### config.mk
export PLATFORM = sky130hd
export DESIGN_NAME = adc_frame_master
export DESIGN_NICKNAME = d
export VERILOG_FILES = /design/src/rtl/adc_frame_pkg.sv /design/src/rtl/adc_sclk_div.sv /design/src/rtl/adc_interval_timer.sv /design/src/rtl/adc_frame_master.sv
export SDC_FILE = /design/constraint.sdc
export NUM_CORES = 1
export LEC_CHECK = 0
export BUFFER_PORTS_ARGS = -buffer_cell sky130_fd_sc_hd__buf_2
export CORE_MARGIN = 5
export CORE_UTILIZATION = 48
export DETAILED_ROUTE_END_ITERATION = 8
export GPL_TIMING_DRIVEN = 0
export PLACE_DENSITY = 0.7
export SYNTH_ARGS = -nofsm -noshare
export SYNTH_HDL_FRONTEND = slang
export SYNTH_SLANG_ARGS = --single-unit
### constraint.sdc
create_clock -name clk -period 2.5 [get_ports clk]
set_input_delay 0.25 -clock clk [delete_from_list [all_inputs] [get_ports clk]]
set_output_delay 0.25 -clock clk [all_outputs]
set_load 0.03 [all_outputs]
### src/rtl/adc_frame_pkg.sv
package adc_frame_pkg;

    typedef enum logic [1:0] {
        ST_IDLE  = 2'd0,
        ST_SHIFT = 2'd1,
        ST_GAP   = 2'd2
    } frame_state_t;

endpackage

### src/rtl/adc_sclk_div.sv
module adc_sclk_div #(
    parameter int DIV_W = 8
) (
    input  logic             clk,
    input  logic             rst_n,
    input  logic [DIV_W-1:0] div_cfg,
    output logic             phase_hi_o,
    output logic             fall_tick_o,
    output logic             rise_tick_o
);

    logic [DIV_W-1:0] half_cnt_q;
    logic             phase_q;
    logic             half_done;

    assign half_done = (half_cnt_q >= div_cfg);

    always_ff @(posedge clk or negedge rst_n) begin
        if (!rst_n) begin
            half_cnt_q <= '0;
            phase_q    <= 1'b1;
        end else if (half_done) begin
            half_cnt_q <= '0;
            phase_q    <= ~phase_q;
        end else begin
            half_cnt_q <= half_cnt_q + 1'b1;
        end
    end

    assign phase_hi_o  = phase_q;
    assign fall_tick_o = half_done & phase_q;
    assign rise_tick_o = half_done & ~phase_q;


    fall_spacing_chk: assert property (@(posedge clk) disable iff (!rst_n)
        fall_tick_o |=> !fall_tick_o);

endmodule

### src/rtl/adc_interval_timer.sv
module adc_interval_timer #(
    parameter int INTV_W   = 16,
    parameter int INTV_RST = 19
) (
    input  logic              clk,
    input  logic              rst_n,
    input  logic              enable,
    input  logic [INTV_W-1:0] interval_cfg,
    input  logic              fall_tick,
    output logic              fire_o
);

    logic [INTV_W-1:0] interval_q;
    logic [INTV_W-1:0] period_cnt_q;
    logic              reached;

    assign reached = (period_cnt_q >= interval_q);
    assign fire_o  = enable & fall_tick & reached;

    always_ff @(posedge clk or negedge rst_n) begin
        if (!rst_n) begin
            interval_q <= INTV_W'(INTV_RST);
        end else if (interval_cfg != '0) begin
            interval_q <= interval_cfg;
        end
    end

    always_ff @(posedge clk or negedge rst_n) begin
        if (!rst_n) begin
            period_cnt_q <= '0;
        end else if (!enable) begin
            period_cnt_q <= '0;
        end else if (fall_tick) begin
            period_cnt_q <= reached ? '0 : period_cnt_q + 1'b1;
        end
    end


    interval_nonzero_chk: assert property (@(posedge clk) disable iff (!rst_n)
        interval_q != '0);

endmodule

### src/rtl/adc_frame_master.sv
module adc_frame_master
    import adc_frame_pkg::*;
#(
    parameter int DIV_W      = 8,
    parameter int INTV_W     = 16,
    parameter int INTV_RST   = 19,
    parameter int FRAME_BITS = 16,
    parameter int PD_BITS    = 8,
    parameter int RES_BITS   = 12,
    parameter int RES_LSB    = 2,
    parameter int CHAN_POS   = 2
) (
    input  logic                clk,
    input  logic                rst_n,
    input  logic                enable,
    input  logic [DIV_W-1:0]    div_cfg,
    input  logic [INTV_W-1:0]   interval_cfg,
    input  logic                pd_req,
    input  logic                chan_sel,
    input  logic                adc_miso,
    output logic                adc_cs_n,
    output logic                adc_sclk,
    output logic                adc_mosi,
    output logic                sample_valid,
    output logic [RES_BITS-1:0] sample_data
);

    localparam int CNT_W = $clog2(FRAME_BITS + 1);
    localparam int RX_W  = FRAME_BITS;

    logic phase_hi, fall_tick, rise_tick, fire;

    adc_sclk_div #(.DIV_W(DIV_W)) u_div (
        .clk         (clk),
        .rst_n       (rst_n),
        .div_cfg     (div_cfg),
        .phase_hi_o  (phase_hi),
        .fall_tick_o (fall_tick),
        .rise_tick_o (rise_tick)
    );

    adc_interval_timer #(.INTV_W(INTV_W), .INTV_RST(INTV_RST)) u_timer (
        .clk          (clk),
        .rst_n        (rst_n),
        .enable       (enable),
        .interval_cfg (interval_cfg),
        .fall_tick    (fall_tick),
        .fire_o       (fire)
    );

    frame_state_t      state_q, state_d;
    logic [CNT_W-1:0]  bits_q, len_q;
    logic              pd_q, chan_q, cs_q, mosi_q, valid_q;
    logic [RX_W-1:0]   rx_q;
    logic [RES_BITS-1:0] data_q;
    logic              start, finish;

    assign start  = fire && (state_q == ST_IDLE || state_q == ST_GAP);
    assign finish = (state_q == ST_SHIFT) && fall_tick && (bits_q == len_q);

    always_comb begin
        state_d = state_q;
        unique case (state_q)
            ST_IDLE:  if (fire) state_d = ST_SHIFT;
            ST_SHIFT: if (finish) state_d = ST_GAP;
            ST_GAP:   if (fall_tick) state_d = fire ? ST_SHIFT : ST_IDLE;
            default:  state_d = ST_IDLE;
        endcase
    end

    always_ff @(posedge clk or negedge rst_n) begin
        if (!rst_n) state_q <= ST_IDLE;
        else        state_q <= state_d;
    end

    always_ff @(posedge clk or negedge rst_n) begin
        if (!rst_n) begin
            cs_q    <= 1'b1;
            mosi_q  <= 1'b0;
            valid_q <= 1'b0;
            data_q  <= '0;
            bits_q  <= '0;
            len_q   <= '0;
            pd_q    <= 1'b0;
            chan_q  <= 1'b0;
            rx_q    <= '0;
        end else begin
            valid_q <= 1'b0;
            if (start) begin
                cs_q   <= 1'b0;
                bits_q <= '0;
                len_q  <= pd_req ? CNT_W'(PD_BITS) : CNT_W'(FRAME_BITS);
                pd_q   <= pd_req;
                chan_q <= chan_sel;
                mosi_q <= (CHAN_POS == 0) ? chan_sel : 1'b0;
            end else if (finish) begin
                cs_q   <= 1'b1;
                mosi_q <= 1'b0;
                if (!pd_q) begin
                    valid_q <= 1'b1;
                    data_q  <= rx_q[RES_LSB +: RES_BITS];
                end
            end else if (state_q == ST_SHIFT) begin
                if (rise_tick) begin
                    rx_q   <= {rx_q[RX_W-2:0], adc_miso};
                    bits_q <= bits_q + 1'b1;
                end
                if (fall_tick) begin
                    mosi_q <= (bits_q == CNT_W'(CHAN_POS)) ? chan_q : 1'b0;
                end
            end
        end
    end

    assign adc_cs_n     = cs_q;
    assign adc_sclk     = cs_q ? 1'b1 : phase_hi;
    assign adc_mosi     = mosi_q;
    assign sample_valid = valid_q;
    assign sample_data  = data_q;


    cs_fall_on_edge_chk: assert property (@(posedge clk) disable iff (!rst_n)
        $fell(adc_cs_n) |-> $past(fall_tick));


    valid_at_close_chk: assert property (@(posedge clk) disable iff (!rst_n)
        sample_valid |-> $rose(adc_cs_n));


    gap_hold_chk: assert property (@(posedge clk) disable iff (!rst_n)
        $rose(adc_cs_n) |=> adc_cs_n);


    bit_bound_chk: assert property (@(posedge clk) disable iff (!rst_n)
        (state_q == ST_SHIFT) |-> (bits_q <= len_q));

endmodule

==> results by stage <==
Timing:
- The smallest clock period supported by the final layout is computed as 2508 ps.
- The count of endpoints failing hold in the final timing report is 0.
- Across all setup checks in the final design, the least slack found is -8.062 ps.
- The final count of pins violating max slew is 0.
- The relative max-transition margin is 53.23%.
- Based on the critical path, the design can be clocked at up to 398.7 MHz.
- The total of endpoints with negative setup slack in the final report is 1.
- The final worst hold slack is 82.25 ps.
- Setup repair after global routing could not meet its margin everywhere.
- Adding up every negative setup slack in the final design gives -8.062 ps.
- The final critical-path share of the clock period is 100.3%.
- The worst setup skew after layout is 10.55 ps.
- For the pin with the worst max-slew slack, the measured transition is 694.3 ps.

Synthesis:
- The number of nets handed over by synthesis was 438.
- The summed instance area of the synthesized netlist is 0.004143 sq mm.
- Sorting the synthesized cells by area gives the leading types as dfrtp_1 (45%), ha_1 (8.8%), mux2_2 (7.1%), a21o_1 (4.2%), inv_1 (3.5%).
- Yosys mapped a number of flops with a built-in enable equal to 0.
- The leading area contributor after synthesis is dfrtp_1.
- The sequential element share of the synthesized area is 48.47%.
- The flip-flop and latch count after synthesis is 80.
- The number of different library cells in the post-synthesis netlist is 51.
- After synthesis, the largest area contributor takes up 45.30% of total cell area.
- The synthesized instance count is 379.
- The leading register cell type out of synthesis is dfrtp_1.
- The average cell area after synthesis is 10.93 sq um.
- The Yosys step of the flow raised 0 warnings.
- The async set or reset register ratio after synthesis is 100.0%.

Status:
- The run finished, with violations left.
- The checks that failed: negative setup slack.

Finish:
- The number of antenna cells inserted is 0.
- The fraction of final layout cells sized beyond drive strength 1 is 31.90%.
- The final design instance area without fill is 0.005025 sq mm.
- Relative to the synthesized area, the layout overhead comes to 21.29%.
- At the end of the flow, the number of nets in the layout was 518.

CTS:
- Clock-pin slew was measured on the worst setup and hold paths at 90 ps.
- The count of clock tree sinks is 80.
- The clock insertion delay at the later pin of the skew report is 350 ps.
- The number of levels in the clock H-tree is 3.
- The CTS tree is built.
- TritonCTS created 9 clock buffers.
- The longest clock path from root to sink contains 2 buffers.
- The root cell of the clock tree is clkbuf_8.

Power and ir drop:
- The peak supply drop is 0.3252 mV.
- For this design the total switching power over the nets is 0.8388 mW.
- In this run switching power makes up 28.11% of total power.
- The sequential share of power is 48.9%.
- The completed layout was analyzed and its total power is 2.983 mW.
- In this run the static leakage power is 2.594 nW.
- The design internal power is 2.145 mW.
- The areal power density over the cells is 593.7 mW/mm^2.
- The portion of total power attributed to combinational logic is 18.2%.
- The clock network burns 32.9% of the power.

Worst setup path:
- The largest individual stage delay along the critical path comes from the cell dfrtp_1.
- At the worst endpoint, the required time is 2740 ps.
- The capturing element type of the critical path is a flop.
- The sort of element at the start of the critical path is a flop.
- The worst setup path category is flop to flop.
- The largest incremental delay on the critical path is 410 ps.
- Traced cell by cell, the critical path runs through ha_1, nand4_1, or3_4, a2111oi_4, nor4_4, nor4b_4, buf_4, mux2_4.
- The largest fanout of any net on the critical path is 3.
- The data arrival time of the critical path is 2750 ps.

Route:
- The count of unresolved DRC violations after routing is 0.
- For this block, the via count after detailed routing is 3,020.
- In this run the remaining antenna-violating nets after routing total 0.
- After the first detailed-routing iteration, the DRC count stood at 185.
- The average detailed-routed wire length per instance is 14.54 um.
- Dividing the detail-routed via count by the number of cells gives 5.308.
- The detailed-router iteration count before antenna repair is 4.
- The total length of routed wires is 8274 um.

GRT:
- The global router's overall resource usage is 17.35%.
- The number of global-route vias before repair is 3,090.
- The number of antenna violations at the first check in global routing is 0.
- Entering global routing, the biggest net connects 43 pins.
- The total congestion overflow is 0.
- The first global-routing pass estimated 14,240 um of wire.

Placed design:
- The placed wire-length estimate after detailed placement is 5912 um.
- The number of input and output port buffers inserted is 45.
- The total cell area at the placement stage is 0.004522 sq mm.
- The congestion estimate from routability-driven global placement came to 0.7917.
- Prior to clock tree synthesis, the placed netlist has a worst setup slack of -248.3 ps.

Job:
- The tool flagged a number of max-cap violations equal to 0.

Die:
- The overall die width is 102.9 um.
- The die outline area is 0.01059 sq mm.
- In this run the core area contains 33 standard-cell rows.
- The region available for standard cell placement spans 0.008299 sq mm.
- The top-level I/O count is 46.
- The starting density of the core is 49.92%.
- The die height is 102.9 um.

Min path:
- The path class of the lowest-slack min-delay path is primary input to flop.
==> power by group through the flow <==
stage                     Combinational [mW]  Sequential [mW]  Clock [mW]
after floorplan                        0.341             1.46           0
after global placement                 0.443             1.49           0
after detailed placement               0.466             1.49           0
after CTS                              0.506             1.46        1.01
after global routing                   0.619             1.47        1.08
final                                  0.542             1.46       0.982
==> synthesized netlist by cell type, drive strengths merged, types with 8 or more instances <==
library cell  count
a21o             23
xor2              9
ha               29
buf               8
a21oi            10
dfrtp            75
inv              39
nand2            23
nand3            23
mux2             28
o21ai             9
nor2             25
==> sequential cells by signal (all words and copies together), names as in the netlist <==
name and flops:
u_timer.interval_q 16, u_div.phase_hi_o 1, len_q 2, adc_cs_n 1, state_q 2, chan_q 1
u_div.half_cnt_q 8, sample_data 12, adc_mosi 1, sample_valid 1, u_timer.period_cnt_q 16, bits_q 5
rx_q 14
==> through the flow <==
stage | util, % | std cells
3_3_place_gp | 54.21 | 529
2_1_floorplan | - | 379
5_1_grt | 60.55 | 569
6_report | 60.55 | 569
4_1_cts | 59.48 | 562
3_5_place_dp | 54.49 | 530
==> path summary, 6_finish.rpt <==
check	startpoint	slack, ps	to	cells after the start
worst max-delay path	u_timer.period_cnt_q[14]$_DFFE_PN0P_	-8	chan_q$_DFFE_PN0P_	8
worst min-delay path	interval_cfg[3]	80	u_timer.interval_q[3]$_DFFE_PN0P_	2
worst max register to register	u_timer.period_cnt_q[14]$_DFFE_PN0P_	-8	chan_q$_DFFE_PN0P_	8
worst min register to register	u_timer.interval_q[12]$_DFFE_PN0P_	480	u_timer.interval_q[12]$_DFFE_PN0P_	1
max in group asynchronous	rst_n	1450	adc_cs_n$_DFFE_PN1P_	3
min in group asynchronous	rst_n	400	u_timer.interval_q[11]$_DFFE_PN0P_	2
==> worst max-delay path: cells and delay by family (launching register included) <==
family	cells	cell delay [ps]
AOI/OAI and AO/OA	1	300
and+or+nand+nor	4	900
muxes	1	290
DFF	1	410
buffers and inverters	1	170
adders and majority gates	1	300
==> final cells by class <==
class	count	area (sq um)
buffer	11	85.08
clock inverter	5	55.05
sequential	80	2011
tap	105	131.4
clock buffer	11	151.4
multi-input combinational	249	2014
timing repair buffer	69	430.4
fill	686	3274
inverter	39	146.4
==> timing repair <==
| action | 4_1_cts | 5_1_grt |
|---|---|---|
| hold buffers | 1 | 0 |
| hold endpoints to repair | 35 | 0 |
| resized for setup | 14 | 13 |
| pin swaps | 10 | 9 |
| buffers inserted | 15 | 7 |
| setup endpoints to repair | 37 | 34 |
==> layer usage <==
layer  global-route usage, %  vias to the layer above  share of wire [%]
li1                        -                     1493                  -
met1                   22.58                     1467                 45
met2                   28.76                       46                 50
met3                   2.706                       14                2.7
met4                   7.570                        0                2.0
met5                       0                        -                  0
==> cells in the final DEF, fill, tap and decap left out, types with 9 or more instances in the layout <==
cell type  count
xor2_1         9
nor2_1        25
buf_2         46
mux2_2        26
ha_1          27
inv_1         39
clkbuf_8      11
buf_4         22
a21o_1        23
dfrtp_1       73
nand2_1       21
nand3_1       23
a21oi_1       10
==> kinds of logic (layout without fill, tap and decap cells) <==
| family | Yosys count | in the layout | synth area share [%] |
|---|---|---|---|
| buffers and inverters | 50 | 135 | 4.983 |
| and+or+nand+nor | 105 | 105 | 13.32 |
| muxes | 29 | 29 | 7.853 |
| xor gates and xnor gates | 11 | 11 | 2.326 |
| DFF | 80 | 80 | 48.47 |
| AOI/OAI and AO/OA | 75 | 75 | 14.29 |
| adders and majority gates | 29 | 29 | 8.759 |
(Power assumes the default switching activity.)
